===== src/rtl/scsi_disp_pkg.sv =====
package scsi_disp_pkg;
  typedef enum logic [1:0] {LNK_IDLE = 2'd0, LNK_SEL = 2'd1, LNK_CONN = 2'd2} link_e;
  typedef enum logic [1:0] {GRP_ANY, GRP_CONN, GRP_DISC, GRP_BAD} grp_e;
  typedef enum logic [3:0] {
    ACT_NONE, ACT_FLUSH, ACT_CHIPRST, ACT_BUSRST,
    ACT_XFER, ACT_ICCS, ACT_MSGOK, ACT_FDONE, ACT_SELECT
  } act_e;

  localparam logic [3:0] SLOT_CNT_LO  = 4'd0;
  localparam logic [3:0] SLOT_CNT_MID = 4'd1;
  localparam logic [3:0] SLOT_FIFO    = 4'd2;
  localparam logic [3:0] SLOT_CMD     = 4'd3;
  localparam logic [3:0] SLOT_STAT    = 4'd4;
  localparam logic [3:0] SLOT_INTR    = 4'd5;
  localparam logic [3:0] SLOT_STEP    = 4'd6;
  localparam logic [3:0] SLOT_FFLAG   = 4'd7;
  localparam logic [3:0] SLOT_CFG     = 4'd8;

  localparam int IB_FDONE = 3;
  localparam int IB_BSERV = 4;
  localparam int IB_DISC  = 5;
  localparam int IB_ILL   = 6;
  localparam int IB_BRST  = 7;

  localparam int CFG_RPT_DIS = 6;

  localparam logic [2:0] PH_IDLE = 3'b000;
  localparam logic [2:0] PH_CMD  = 3'b010;
  localparam logic [2:0] PH_STAT = 3'b011;
  localparam logic [2:0] PH_MIN  = 3'b111;

  localparam logic [2:0] STEP_SENT = 3'd4;
endpackage


===== src/rtl/scsi_cmd_decode.sv =====
module scsi_cmd_decode
  import scsi_disp_pkg::*;
(
  input  logic [7:0] code_i,
  output grp_e       grp_o,
  output act_e       act_o,
  output logic       dma_o
);
  logic [6:0] op;
  assign op    = code_i[6:0];
  assign dma_o = code_i[7];

  always_comb begin
    grp_o = GRP_BAD;
    act_o = ACT_NONE;
    case (op)
      7'h00: begin grp_o = GRP_ANY;  act_o = ACT_NONE;    end
      7'h01: begin grp_o = GRP_ANY;  act_o = ACT_FLUSH;   end
      7'h02: begin grp_o = GRP_ANY;  act_o = ACT_CHIPRST; end
      7'h03: begin grp_o = GRP_ANY;  act_o = ACT_BUSRST;  end
      7'h10: begin grp_o = GRP_CONN; act_o = ACT_XFER;    end
      7'h11: begin grp_o = GRP_CONN; act_o = ACT_ICCS;    end
      7'h12: begin grp_o = GRP_CONN; act_o = ACT_MSGOK;   end
      7'h18: begin grp_o = GRP_CONN; act_o = ACT_FDONE;   end
      7'h1a, 7'h1b: begin grp_o = GRP_CONN; act_o = ACT_NONE; end
      7'h40, 7'h47: begin grp_o = GRP_DISC; act_o = ACT_FDONE; end
      7'h41, 7'h42, 7'h43, 7'h46: begin grp_o = GRP_DISC; act_o = ACT_SELECT; end
      7'h44, 7'h45: begin grp_o = GRP_DISC; act_o = ACT_NONE; end
      default: begin grp_o = GRP_BAD; act_o = ACT_NONE; end
    endcase
  end
endmodule


===== src/rtl/scsi_byte_fifo.sv =====
module scsi_byte_fifo #(
  parameter  int DEPTH = 16,
  parameter  int W     = 8,
  localparam int AW    = $clog2(DEPTH),
  localparam int CW    = AW + 1
) (
  input  logic          clk,
  input  logic          rst_n,
  input  logic          push_i,
  input  logic          pop_i,
  input  logic          flush_i,
  input  logic [W-1:0]  din_i,
  output logic [W-1:0]  dout_o,
  output logic [CW-1:0] count_o
);
  logic [W-1:0]  mem [DEPTH];
  logic [AW-1:0] wptr, rptr;
  logic [CW-1:0] cnt;
  logic          do_push, do_pop;

  assign do_push = push_i && (cnt != CW'(DEPTH));
  assign do_pop  = pop_i && (cnt != '0);

  always_ff @(posedge clk) begin
    if (do_push) mem[wptr] <= din_i;
  end

  always_ff @(posedge clk) begin
    if (!rst_n || flush_i) begin
      wptr <= '0;
      rptr <= '0;
      cnt  <= '0;
    end else begin
      if (do_push) wptr <= wptr + AW'(1);
      if (do_pop)  rptr <= rptr + AW'(1);
      case ({do_push, do_pop})
        2'b10:   cnt <= cnt + CW'(1);
        2'b01:   cnt <= cnt - CW'(1);
        default: cnt <= cnt;
      endcase
    end
  end

  assign dout_o  = (cnt != '0) ? mem[rptr] : '0;
  assign count_o = cnt;


  fifo_full_hold_chk: assert property (@(posedge clk) disable iff (!rst_n)
    (push_i && !pop_i && !flush_i && cnt == CW'(DEPTH)) |=> (cnt == CW'(DEPTH)));


  fifo_flush_chk: assert property (@(posedge clk) disable iff (!rst_n)
    flush_i |=> (cnt == '0));
endmodule


===== src/rtl/scsi_link_seq.sv =====
module scsi_link_seq
  import scsi_disp_pkg::*;
#(
  parameter  int SEL_DELAY = 4,
  localparam int TW        = $clog2(SEL_DELAY + 1)
) (
  input  logic       clk,
  input  logic       rst_n,
  input  logic       cmd_stb_i,
  input  grp_e       grp_i,
  input  act_e       act_i,
  input  logic       dma_i,
  input  logic       rpt_dis_i,
  input  logic       intr_rd_i,
  output link_e      link_o,
  output logic [7:0] intr_o,
  output logic [2:0] step_o,
  output logic [2:0] phase_o,
  output logic       xdone_o,
  output logic       dma_mode_o,
  output logic       flush_o,
  output logic       cnt_load_o,
  output logic       cnt_clr_o
);
  link_e         link_q;
  logic [TW-1:0] tmr_q;
  logic [7:0]    intr_q, set_bits;
  logic [2:0]    step_q, phase_q;
  logic          xdone_q, dma_q;
  logic          legal, sel_done;
  act_e          act_go;

  always_comb begin
    legal = 1'b0;
    if (cmd_stb_i) begin
      case (grp_i)
        GRP_ANY:  legal = 1'b1;
        GRP_CONN: legal = (link_q == LNK_CONN);
        GRP_DISC: legal = (link_q == LNK_IDLE);
        default:  legal = 1'b0;
      endcase
    end
  end

  assign act_go   = legal ? act_i : ACT_NONE;
  assign sel_done = (link_q == LNK_SEL) && (tmr_q == '0);

  always_comb begin
    set_bits = '0;
    if (sel_done) set_bits[IB_FDONE] = 1'b1;
    if (cmd_stb_i && !legal) set_bits[IB_ILL] = 1'b1;
    case (act_go)
      ACT_BUSRST:          if (!rpt_dis_i) set_bits[IB_BRST] = 1'b1;
      ACT_XFER:            set_bits[IB_BSERV] = 1'b1;
      ACT_ICCS, ACT_FDONE: set_bits[IB_FDONE] = 1'b1;
      ACT_MSGOK:           set_bits[IB_DISC]  = 1'b1;
      default: ;
    endcase
  end

  always_ff @(posedge clk) begin
    if (!rst_n || act_go == ACT_CHIPRST) begin
      link_q  <= LNK_IDLE;
      tmr_q   <= '0;
      intr_q  <= '0;
      step_q  <= '0;
      phase_q <= PH_IDLE;
      xdone_q <= 1'b0;
      dma_q   <= 1'b0;
    end else begin
      intr_q  <= (intr_rd_i ? 8'h00 : intr_q) | set_bits;
      step_q  <= sel_done ? STEP_SENT : (intr_rd_i ? 3'd0 : step_q);
      xdone_q <= (act_go == ACT_XFER) ? 1'b1 : (intr_rd_i ? 1'b0 : xdone_q);
      if (legal) dma_q <= dma_i;
      case (act_go)
        ACT_BUSRST, ACT_MSGOK: begin
          link_q  <= LNK_IDLE;
          phase_q <= PH_IDLE;
        end
        ACT_SELECT: begin
          link_q <= LNK_SEL;
          tmr_q  <= TW'(SEL_DELAY - 1);
        end
        ACT_XFER: phase_q <= (phase_q == PH_CMD) ? PH_STAT : PH_MIN;
        ACT_ICCS: phase_q <= PH_MIN;
        default: begin
          if (sel_done) begin
            link_q  <= LNK_CONN;
            phase_q <= PH_CMD;
          end else if (link_q == LNK_SEL) begin
            tmr_q <= tmr_q - TW'(1);
          end
        end
      endcase
    end
  end

  assign link_o     = link_q;
  assign intr_o     = intr_q;
  assign step_o     = step_q;
  assign phase_o    = phase_q;
  assign xdone_o    = xdone_q;
  assign dma_mode_o = dma_q;
  assign flush_o    = (act_go == ACT_FLUSH) || (act_go == ACT_CHIPRST);
  assign cnt_load_o = legal && dma_i && (act_go != ACT_CHIPRST);
  assign cnt_clr_o  = (act_go == ACT_CHIPRST);


  no_idle_to_conn_chk: assert property (@(posedge clk) disable iff (!rst_n)
    (link_q == LNK_IDLE) |=> (link_q != LNK_CONN));


  illegal_keeps_link_chk: assert property (@(posedge clk) disable iff (!rst_n)
    (cmd_stb_i && !legal && link_q != LNK_SEL) |=> ($stable(link_q) && intr_q[IB_ILL]));


  intr_read_clear_chk: assert property (@(posedge clk) disable iff (!rst_n)
    (intr_rd_i && set_bits == 8'h00) |=> (intr_q == 8'h00));
endmodule


===== src/rtl/scsi_cmd_dispatch.sv =====
module scsi_cmd_dispatch
  import scsi_disp_pkg::*;
#(
  parameter int FIFO_DEPTH = 16,
  parameter int SEL_DELAY  = 4
) (
  input  logic       clk,
  input  logic       rst_n,
  input  logic [3:0] reg_addr,
  input  logic       reg_wr,
  input  logic       reg_rd,
  input  logic [7:0] reg_wdata,
  output logic [7:0] reg_rdata,
  output logic       irq,
  output logic       link_up,
  output logic       dma_mode
);
  localparam int FCW = $clog2(FIFO_DEPTH) + 1;
  localparam int XW  = 16;

  logic [7:0]    cnt_lo, cnt_mid, cmd_q, cfg_q;
  logic [XW-1:0] xcnt;
  logic          cmd_stb, intr_rd, fifo_push, fifo_pop;
  grp_e          grp;
  act_e          act;
  logic          dma_bit;
  link_e         link;
  logic [7:0]    intr, fifo_dout, status, flags;
  logic [2:0]    step, phase;
  logic          xdone, flush, cnt_load, cnt_clr;
  logic [FCW-1:0] fcount;

  assign cmd_stb   = reg_wr && (reg_addr == SLOT_CMD);
  assign intr_rd   = reg_rd && (reg_addr == SLOT_INTR);
  assign fifo_push = reg_wr && (reg_addr == SLOT_FIFO);
  assign fifo_pop  = reg_rd && (reg_addr == SLOT_FIFO);

  always_ff @(posedge clk) begin
    if (!rst_n) begin
      cnt_lo  <= '0;
      cnt_mid <= '0;
      cmd_q   <= '0;
      cfg_q   <= '0;
    end else if (reg_wr) begin
      case (reg_addr)
        SLOT_CNT_LO:  cnt_lo  <= reg_wdata;
        SLOT_CNT_MID: cnt_mid <= reg_wdata;
        SLOT_CMD:     cmd_q   <= reg_wdata;
        SLOT_CFG:     cfg_q   <= reg_wdata;
        default: ;
      endcase
    end
  end

  always_ff @(posedge clk) begin
    if (!rst_n || cnt_clr) xcnt <= '0;
    else if (cnt_load)     xcnt <= {cnt_mid, cnt_lo};
  end

  scsi_cmd_decode u_dec (
    .code_i (reg_wdata),
    .grp_o  (grp),
    .act_o  (act),
    .dma_o  (dma_bit)
  );

  scsi_link_seq #(.SEL_DELAY(SEL_DELAY)) u_seq (
    .clk        (clk),
    .rst_n      (rst_n),
    .cmd_stb_i  (cmd_stb),
    .grp_i      (grp),
    .act_i      (act),
    .dma_i      (dma_bit),
    .rpt_dis_i  (cfg_q[CFG_RPT_DIS]),
    .intr_rd_i  (intr_rd),
    .link_o     (link),
    .intr_o     (intr),
    .step_o     (step),
    .phase_o    (phase),
    .xdone_o    (xdone),
    .dma_mode_o (dma_mode),
    .flush_o    (flush),
    .cnt_load_o (cnt_load),
    .cnt_clr_o  (cnt_clr)
  );

  scsi_byte_fifo #(.DEPTH(FIFO_DEPTH), .W(8)) u_fifo (
    .clk     (clk),
    .rst_n   (rst_n),
    .push_i  (fifo_push),
    .pop_i   (fifo_pop),
    .flush_i (flush),
    .din_i   (reg_wdata),
    .dout_o  (fifo_dout),
    .count_o (fcount)
  );

  assign irq     = |intr;
  assign link_up = (link == LNK_CONN);
  assign status  = {irq, 1'b0, 1'b0, (xcnt == '0), xdone, phase};
  assign flags   = {step, 5'(fcount)};

  always_comb begin
    case (reg_addr)
      SLOT_CNT_LO:  reg_rdata = cnt_lo;
      SLOT_CNT_MID: reg_rdata = cnt_mid;
      SLOT_FIFO:    reg_rdata = fifo_dout;
      SLOT_CMD:     reg_rdata = cmd_q;
      SLOT_STAT:    reg_rdata = status;
      SLOT_INTR:    reg_rdata = intr;
      SLOT_STEP:    reg_rdata = {5'd0, step};
      SLOT_FFLAG:   reg_rdata = flags;
      SLOT_CFG:     reg_rdata = cfg_q;
      default:      reg_rdata = 8'h00;
    endcase
  end


  cnt_load_chk: assert property (@(posedge clk) disable iff (!rst_n)
    cnt_load |=> (xcnt == $past({cnt_mid, cnt_lo})));
endmodule


===== config.mk =====
export PLATFORM = sky130hd
export DESIGN_NAME = scsi_cmd_dispatch
export DESIGN_NICKNAME = d
export VERILOG_FILES = /design/src/rtl/scsi_disp_pkg.sv /design/src/rtl/scsi_cmd_decode.sv /design/src/rtl/scsi_byte_fifo.sv /design/src/rtl/scsi_link_seq.sv /design/src/rtl/scsi_cmd_dispatch.sv
export SDC_FILE = /design/constraint.sdc
export NUM_CORES = 1
export LEC_CHECK = 0
export BUFFER_PORTS_ARGS = -buffer_cell sky130_fd_sc_hd__buf_2
export CORE_MARGIN = 2
export CORE_UTILIZATION = 45
export DETAILED_ROUTE_END_ITERATION = 8
export PLACE_DENSITY = 0.7
export SLEW_MARGIN = 20
export SYNTH_ARGS = -nofsm -noshare
export SYNTH_HDL_FRONTEND = slang
export SYNTH_SLANG_ARGS = --single-unit

===== constraint.sdc =====
create_clock -name clk -period 9.4 [get_ports clk]
set_clock_uncertainty 0.1 [all_clocks]
set_input_delay 1.88 -clock clk [delete_from_list [all_inputs] [get_ports clk]]
set_output_delay 1.88 -clock clk [all_outputs]
set_load 0.01 [all_outputs]

==> out/summary.txt, run 1 <==
P&R area growth vs syn: 11.3%
Cell mode on critical path: buf_2
Sink Count: 209
Highest routing layer actually used: met4
Rows: 51
Hold/Removal Path Class: reg2reg
Synth warnings: 0
P_sw: 0.389 mW
CP Launch Type: input pin
Data arrival, critical path: 4.00 ns
WHS Endpoint: u_seq.dma_mode_o
Met2 Wirelength: 11300 µm
Final Max Tran Viols: 0
Clk pwr share: 44.0%
Async SR Flop Fraction: 0%
Worst Hold Margin: 0.353 ns
CP Data Required Time: 7.42 ns
DRC viols: 0
Finished Core Util: 51.3%
Hold_buf cts: 0
Full die area: 21200 µm²
Hold Startpoint: u_seq.dma_mode_o
Gpl congestion: 0.889
Final hold violation count: 0
Clock Pin Slew Worst Setup and Hold Paths: 0.06 ns
Peak Freq: 167 MHz
Pwr Density: 184 nW/µm²
Max-Cap Viols: 0
Met1 WL: 8750 µm
R2R depth: 12
Synth Flop Type: edfxtp_1
Yosys top cell by area: edfxtp_1
Ratio of cells with drive above 1 in the final layout: 20.3%
Port bufs: 26
CP peak stage delay: 0.74 ns
Slew margin rel.: 25.7%
Fin crit share: 63.6%
Worst Path Class, Setup: in2out
GRT Util Overall: 20.7%
Number of global-route vias before repair: 6009
Post-Syn Area: 9040 µm²
Net Sw Frac: 21.1%
Post-Synthesis Cells: 678
DRT Pass-1 Iters: 5
Initial Utilization: 46.1%
CTS Buffer Depth: 3
Total internal power: 1.46 mW
GRT overflow: 0
Critical path's slowest cell: a21oi_1
Number of gates resized after CTS: 0
Post-CTS Setup Repair Bufs: 0
Metal3 WL: 1510 µm
Setup TNS: 0 ns
Worst Max-Slew Pin Slew: 1.11 ns
EDFF count, synth: 128
Largest net degree at the start of global routing: 48
Hold path depth: 2
Synth Area per Inst: 13.3 µm²
CP max FO: 23
Routed len/inst: 22.8 µm
Nets: 719
Crit path cell chain: buf_2 > or4b_2 > a21oi_1 > and2_1 > a221o_1 > buf_2
CTS HTree Levels: 1
Worst flop-to-flop path startpoint: u_fifo.count_o[3]
First-pass GRT wire length: 34300 µm
R2r setup slk: 5.63 ns
FF-to-FF End: u_fifo.count_o[4]
TritonCTS clock tree: built
Vias per cell: 6.07
Yosys cell types: 70
Post-Syn Nets: 706
DRT Wirelength: 22100 µm
Top cell type's share of synthesized area: 42.5%
Seq/Total Area, Yosys: 60.5%
Hpwl dp: 14400 µm
Top post-synthesis cells by area: edfxtp_1 (43%), dfxtp_1 (18%), mux4_2 (10%)
Die Span X: 146 µm
Synthesized flop and latch total: 209
Min Tclk post-route: 5.98 ns
DRT antenna net count: 0
Total CTS buffers: 22
Most frequent cells in the layout: edfxtp_1 (128), dfxtp_1 (80), nand2_1 (65)
Die H: 146 µm
Final setup viols: 0
Root buffer cell: clkbuf_16
Worst Setup End Kind: output port
Core area: 19600 µm²
Diode count: 0
Most common cell after layout, fill and taps aside: edfxtp_1
Total design power: 1.85 mW
RSZ-0062 raised after global routing: no
Sequential power share: 52.9%
Top Ports: 27
Vias: 5889
Initial antenna violation count: 0
Comb pwr share: 3.2%
Clk Latency, worst-skew pair: 0.52 ns
Status: finished, final reports clean
Max VDD drop: 166 µV
Initial detailed-routing violation count: 746
Leak pwr: 3.28 nW
[worst max-delay path by stage]
stage           startpoint           end  slack [ns]  depth (start not counted)
3_3_place_gp   reg_addr[0]  reg_rdata[7]        3.44                          6
5_1_grt        reg_addr[2]  reg_rdata[6]        3.32                          6
6_report       reg_addr[2]  reg_rdata[7]        3.42                          6
4_1_cts        reg_addr[0]  reg_rdata[7]        3.48                          6
3_5_place_dp   reg_addr[0]  reg_rdata[7]        3.47                          6
2_1_floorplan  reg_addr[1]  reg_rdata[7]        3.99                          6
[worst max-delay path, delay by kind of cell]
kind / cells / cell delay [ns]
buffers and inverters: 2 / 0.38
and+or+nand+nor: 2 / 0.89
AOI/OAI and AO/OA: 2 / 0.84
[synthesized netlist by cell type, drive strengths merged, types with 3 or more instances]
library cell,count
a2111oi,3
a211oi,7
a21oi,44
a221o,3
a22o,3
a22oi,9
a31oi,3
and2,6
and3,3
buf,17
clkbuf,27
dfxtp,81
edfxtp,128
ha,11
inv,18
mux2,4
mux2i,13
mux4,41
nand2,65
nand2b,3
nand3,29
nor2,36
nor2b,8
nor3,24
nor3b,3
nor4,6
o211ai,4
o21ai,9
o221a,16
o311a,3
o311ai,3
or3,3
or4b,3
xor2,7
[cells by family after synthesis]
logic type / synth area share [%]
AO/OA/AOI/OAI: 11.3
XOR/XNOR: 0.872
adder cells (fa/ha/maj): 1.86
buffers and inverters: 2.84
flip-flops: 60.5
multiplexers: 12.2
AND/OR/NAND/NOR: 10.5
[per-stage QoR]
step           std cells  cell area (µm²)  setup slack (ns)
2_1_floorplan        678             9040              3.99
3_3_place_gp         932             9370              3.44
3_5_place_dp         932             9370              3.47
4_1_cts              970            10000              3.48
5_1_grt              970            10100              3.32
6_report             970            10100              3.42
[power by group through the flow]
stage	combinational, mW	sequential, mW	clock (mW)
floorplan	0.0331	0.995	0
global placement	0.0544	0.995	0
detailed placement	0.0565	0.996	0
CTS	0.0570	0.976	0.825
global route	0.0625	0.976	0.864
finish	0.0582	0.976	0.812
[sequential cells by signal, summed over array words and instances, names as in the netlist, named ones only]
name	count
u_fifo.mem	128
cnt_lo	8
u_fifo.count_o	5
xcnt	16
u_seq.step_o	1
u_seq.tmr_q	3
u_seq.phase_o	3
u_seq.link_o	2
u_seq.xdone_o	1
cmd_q	8
u_seq.intr_o	5
cfg_q	8
u_fifo.rptr	4
cnt_mid	8
u_seq.dma_mode_o	1
u_fifo.wptr	4
[layout make-up]
| type | instances | area, µm² |
|---|---|---|
| fillers | 1663 | 9540 |
| flip-flops and latches | 209 | 5470 |
| multi-input cells | 407 | 3330 |
| clock buffers | 29 | 587 |
| well taps | 265 | 332 |
| repair buffers | 33 | 183 |
| clock inverters | 9 | 92.6 |
| inverters | 18 | 67.6 |
[layer usage]
| metal | up-vias | track usage, % |
|---|---|---|
| met1 | 2968 | 26.4 |
| met4 | 0 | 5.93 |
| met2 | 234 | 36.2 |
| li1 | 2650 | - |
| met5 | - | 0 |
| met3 | 37 | 4.14 |
Power figures use the tool's default switching activity.
==> run 2: changes to the inputs <==
Clock period 9.4 ns to 5.6 ns, I/O delays scaled along.
==> run 2 against run 1 <==
  * Count of clock-buffer cells in the layout increased by 3
  * Via count up 1.3%
  * Largest power group unchanged
  * Critical path type is now reg2out
  * Die area unchanged
  * Clock power grew 87%
  * Power increased by 77%
  * Sequential share of layout area down 0.83 points
  * Design area increased by 1.5%
==> out/summary.txt, run 2 (synthesis gave the netlist of run 1 again) <==
Status: finished, final reports clean
Hold_buf cts: 0 (unchanged)
P_sw: 0.692 mW (+78%)
Total internal power: 2.57 mW (+76%)
Routed len/inst: 21.7 µm (-4.8%)
Worst Setup End Kind: output port
Final instance area: 10200 µm² (+1.5%)
Most common cell after layout, fill and taps aside: edfxtp_1
DRT Wirelength: 21200 µm (-4.1%)
CTS HTree Levels: 1 (unchanged)
Max VDD drop: 252 µV (+52%)
Top Ports: 27 (unchanged)
Die Span X: 146 µm (unchanged)
Ratio of cells with drive above 1 in the final layout: 21.9% (+1.6 points)
GRT overflow: 0 (unchanged)
Clk pwr share: 46.7% (+2.7 points)
Vias: 5964 (+1.3%)
Sink Count: 209 (unchanged)
Finished Core Util: 52.1% (+0.79 points)
Total CTS buffers: 22 (unchanged)
Final hold violation count: 0 (unchanged)
Worst Max-Slew Pin Slew: 1.08 ns (-0.0295 ns)
Peak Freq: 215 MHz
Placement Setup Slack: 0.984 ns (-2.49 ns)
Min Tclk post-route: 4.65 ns
Comb pwr share: 3.0% (-0.2 points)
Diode count: 0 (unchanged)
Max-Cap Viols: 0 (unchanged)
GRT Util Overall: 20.6% (-0.16 points)
P&R area growth vs syn: 13.0%
Slew margin rel.: 27.7% (+2.0 points)
DRC viols: 0 (unchanged)
Initial Utilization: 46.1% (unchanged)
Port bufs: 26 (unchanged)
First-pass GRT wire length: 34400 µm (+0.32%)
Largest register FFs: 128 (unchanged)
Core area: 19600 µm² (unchanged)
Full die area: 21200 µm² (unchanged)
Fin crit share: 83.0%
CP max FO: 26 (+13%)
Most frequent cells in the layout: edfxtp_1 (128), dfxtp_1 (80), nand2_1 (65)
Worst setup margin: 0.953 ns (-2.47 ns)
Final Max Tran Viols: 0 (unchanged)
DRT Pass-1 Iters: 5 (unchanged)
Worst Path Class, Setup: reg2out
Nets: 725 (+0.83%)
Number of global-route vias before repair: 5994 (-0.25%)
Setup TNS: 0 ns (unchanged)
Data arrival, critical path: 3.43 ns (-0.57 ns)
Leak pwr: 3.35 nW (+2.3%)
Total design power: 3.26 mW (+77%)
Hold/Removal Path Class: reg2reg
Final setup viols: 0 (unchanged)
Root buffer cell: clkbuf_16
TritonCTS clock tree: built
Hpwl dp: 14100 µm (-2.5%)
CTS Buffer Depth: 3 (unchanged)
Gpl congestion: 0.954 (+7.4%)
Pwr Density: 319 nW/µm² (+74%)
Initial antenna violation count: 0 (unchanged)
Placed instance area: 9410 µm² (+0.48%)
Post-CTS Setup Repair Bufs: 0 (unchanged)
Number of cells after detailed placement: 938 (+0.64%)
Vias per cell: 6.10 (+0.45%)
RSZ-0062 raised after global routing: no
Largest net degree at the start of global routing: 48 (unchanged)
Net Sw Frac: 21.2% (+0.10 points)
Worst Hold Margin: 0.350 ns (-0.00311 ns)
Clock Pin Slew Worst Setup and Hold Paths: 0.06 ns (about the same)
Largest Register: u_fifo.mem
Sequential power share: 50.2% (-2.7 points)
Rows: 51 (unchanged)
CP Data Required Time: 4.38 ns (-3.04 ns)
Die H: 146 µm (unchanged)
Post-route insts no fill: 978 (+0.82%)
Clk Latency, worst-skew pair: 0.53 ns (about the same)
DRT antenna net count: 0 (unchanged)
Regs by FF count: u_fifo.mem x128, xcnt x16
Number of gates resized after CTS: 0 (unchanged)
Initial detailed-routing violation count: 693 (-7.1%)
CP Launch Type: register
## run 2: cell count changes in the layout (fill, tap and decap cells not counted), moves of 2 or more
| cell | change |
|---|---|
| clkinv_2 | -3 |
| clkbuf_16 | +2 |
| clkinvlp_4 | +2 |
| buf_4 | +6 |
| clkbuf_8 | +5 |
| clkbuf_1 | -4 |
## run 2: area by class of cell
type,instances,area (µm²)
clock inverters,8,97.6
clock buffers,32,691
inverters,18,67.6
repair buffers,39,228
flip-flops and latches,209,5470
multi-input cells,407,3330
well taps,265,332
fillers,1630,9380
## run 2: path summary, 6_finish.rpt
check / depth (start not counted) / endpoint / slack, ns / start
setup / recovery: 6 / reg_rdata[6] / 0.95 / register
hold reg to reg: 2 / u_seq.dma_mode_o / 0.35 / u_seq.dma_mode_o
hold / removal: 2 / u_seq.dma_mode_o / 0.35 / u_seq.dma_mode_o
setup reg to reg: 12 / u_fifo.count_o[4] / 2.15 / u_fifo.count_o[0]
## run 2: power groups by stage
| stage | logic, mW | clock network, mW | registers (mW) |
|---|---|---|---|
| 2_1_floorplan | 0.0556 | 0 | 1.67 |
| 5_1_grt | 0.107 | 1.61 | 1.64 |
| 3_3_place_gp | 0.0932 | 0 | 1.67 |
| 4_1_cts | 0.0973 | 1.54 | 1.64 |
| 3_5_place_dp | 0.0972 | 0 | 1.67 |
| 6_report | 0.0988 | 1.52 | 1.64 |
## run 2: critical path, stage by stage, from the launching register on
cell      delay, ns
dfxtp_2        0.97
buf_4          0.34
mux4_2         0.58
mux4_2         0.52
nand2_1        0.12
o211ai_1       0.15
buf_2          0.19
## run 2: routing by layer
layer	vias up	part of all wire [%]	GRT usage [%]
met5	-	0	0
met4	0	3.1	6.13
li1	2663	-	-
met1	2998	41	27.2
met3	50	7.3	3.70
met2	253	49	34.9
==> run 3: changes to the inputs <==
Clock period 5.6 ns to 4.5 ns, I/O delays scaled along.
==> run 3 against run 2 <==
  * Sequential share of layout area increased by 0.30 points
  * Power increased by 20%
  * Sequential cell count unchanged
  * Sequential power increased by 24%
  * Critical path depth decreased by 1
  * Worst hold slack got worse by 0.0020 ns
  * Routed wire length increased by 0.29%
  * Register-to-register slack got worse by 0.82 ns
==> out/summary.txt, run 3 (synthesis gave the netlist of run 1 again) <==
Final Max Tran Viols: 0 (unchanged)
Die H: 146 µm (unchanged)
Multi-input gate area: 3320 µm² (-0.23%)
Total internal power: 3.09 mW (+20%)
Data arrival, critical path: 3.04 ns (-0.39 ns)
Sequential power share: 52.2% (+2.0 points)
Comb pwr share: 3.2% (+0.2 points)
Clk Latency, worst-skew pair: 0.50 ns (-0.03 ns)
CP Launch Type: register
Peak Freq: 247 MHz
DRT antenna net count: 0 (unchanged)
Max-Cap Viols: 0 (unchanged)
Setup TNS: 0 ns (unchanged)
Largest net degree at the start of global routing: 48 (unchanged)
Port bufs: 26 (unchanged)
Most common cell after layout, fill and taps aside: edfxtp_1
Initial detailed-routing violation count: 457 (-34%)
Initial antenna violation count: 0 (unchanged)
Largest register FFs: 128 (unchanged)
Die Span X: 146 µm (unchanged)
TritonCTS clock tree: built
Vias: 5835 (-2.2%)
CTS Buffer Depth: 3 (unchanged)
Slew margin rel.: 43.6% (+16 points)
Most frequent cells in the layout: edfxtp_1 (128), dfxtp_1 (80), nand2_1 (65)
Fill count: 1649 (+1.2%)
Routed len/inst: 21.7 µm (-0.12%)
Largest Register: u_fifo.mem
Total CTS buffers: 22 (unchanged)
Net Sw Frac: 20.8% (-0.37 points)
Max VDD drop: 308 µV (+22%)
Hpwl dp: 14100 µm (about the same)
Status: finished, final reports clean
Number of global-route vias before repair: 5936 (-0.97%)
Number of gates resized after CTS: 0 (unchanged)
First-pass GRT wire length: 33500 µm (-2.7%)
Nets: 729 (+0.55%)
GRT overflow: 0 (unchanged)
CTS HTree Levels: 1 (unchanged)
Leak pwr: 3.34 nW (-0.50%)
DRC viols: 0 (unchanged)
Root buffer cell: clkbuf_16
Rows: 51 (unchanged)
Fin crit share: 89.8%
Pwr Density: 384 nW/µm² (+20%)
Post-CTS Setup Repair Bufs: 0 (unchanged)
Hold_buf cts: 0 (unchanged)
Sink Count: 209 (unchanged)
Gpl congestion: 0.941 (-1.4%)
CP Data Required Time: 3.50 ns (-0.88 ns)
P&R area growth vs syn: 12.3%
Diode count: 0 (unchanged)
Hold/Removal Path Class: reg2reg
R2r setup slk: 1.33 ns (-0.82 ns)
Full die area: 21200 µm² (unchanged)
Worst Max-Slew Pin Slew: 0.843 ns (-0.240 ns)
Total design power: 3.90 mW (+20%)
GRT Util Overall: 20.1% (-0.51 points)
Top Ports: 27 (unchanged)
Worst Path Class, Setup: reg2out
Clock Pin Slew Worst Setup and Hold Paths: 0.06 ns (about the same)
RSZ-0062 raised after global routing: no
Final hold violation count: 0 (unchanged)
Final setup viols: 0 (unchanged)
Vias per cell: 5.94 (-2.6%)
Clk pwr share: 44.6% (-2.1 points)
Worst Setup End Kind: output port
Storage cell area: 5470 µm² (unchanged)
CP max FO: 24 (-7.7%)
P_sw: 0.813 mW (+18%)
Min Tclk post-route: 4.04 ns
DRT Pass-1 Iters: 5 (unchanged)
DRT Wirelength: 21300 µm (+0.29%)
Core area: 19600 µm² (unchanged)
Ratio of cells with drive above 1 in the final layout: 21.6% (-0.26 points)
Regs by FF count: u_fifo.mem x128, xcnt x16
Initial Utilization: 46.1% (unchanged)
==> run 3: power groups by stage <==
stage	Sequential (mW)	Clock (mW)	Combinational, mW
after floorplan	2.08	0	0.0692
after global placement	2.08	0	0.116
after detailed placement	2.08	0	0.121
after CTS	2.04	1.77	0.122
after global routing	2.04	1.84	0.132
final	2.04	1.74	0.123
==> run 3: critical path: stages, from the launching register on <==
cell and delay [ns]:
dfxtp_2 0.56, buf_12 0.27, mux4_2 0.58, mux4_2 0.54
a221o_1 0.41, buf_2 0.15
==> run 3: metal layers <==
metal  track usage [%]  vias to the layer above  part of all wire (%)
met2              34.4                      211                    50
met1              27.1                     2915                    42
met3              2.48                       39                   5.5
met4              5.64                        0                   2.6
met5                 0                        -                     0
li1                  -                     2670                     -
==> run 3: metrics by stage <==
step	setup slack [ns]	std cells	util (%)	hold WS (ns)	instance area, µm²
2_1_floorplan	0.563	678	-	0.331	9040
3_3_place_gp	0.457	942	48.3	0.345	9460
3_5_place_dp	0.265	942	48.3	0.345	9460
4_1_cts	0.411	982	51.8	0.353	10200
5_1_grt	0.357	982	51.8	0.386	10200
6_report	0.459	982	51.8	0.348	10200
==> run 3: final timing paths <==
path                      from           endpoint  cells after the start
max reg2reg  u_fifo.count_o[0]  u_fifo.count_o[4]                     11
min           u_seq.dma_mode_o   u_seq.dma_mode_o                      2
max                   register       reg_rdata[2]                      5
min reg2reg   u_seq.dma_mode_o   u_seq.dma_mode_o                      2
==> run 3: cell type report <==
type | instances | share of cell area [%]
timing repair buffer | 43 | 2.66
clock inverter | 10 | 0.727
tap | 265 | 3.27
inverter | 18 | 0.666
sequential | 209 | 53.8
multi-input combinational | 407 | 32.7
clock buffer | 30 | 6.13
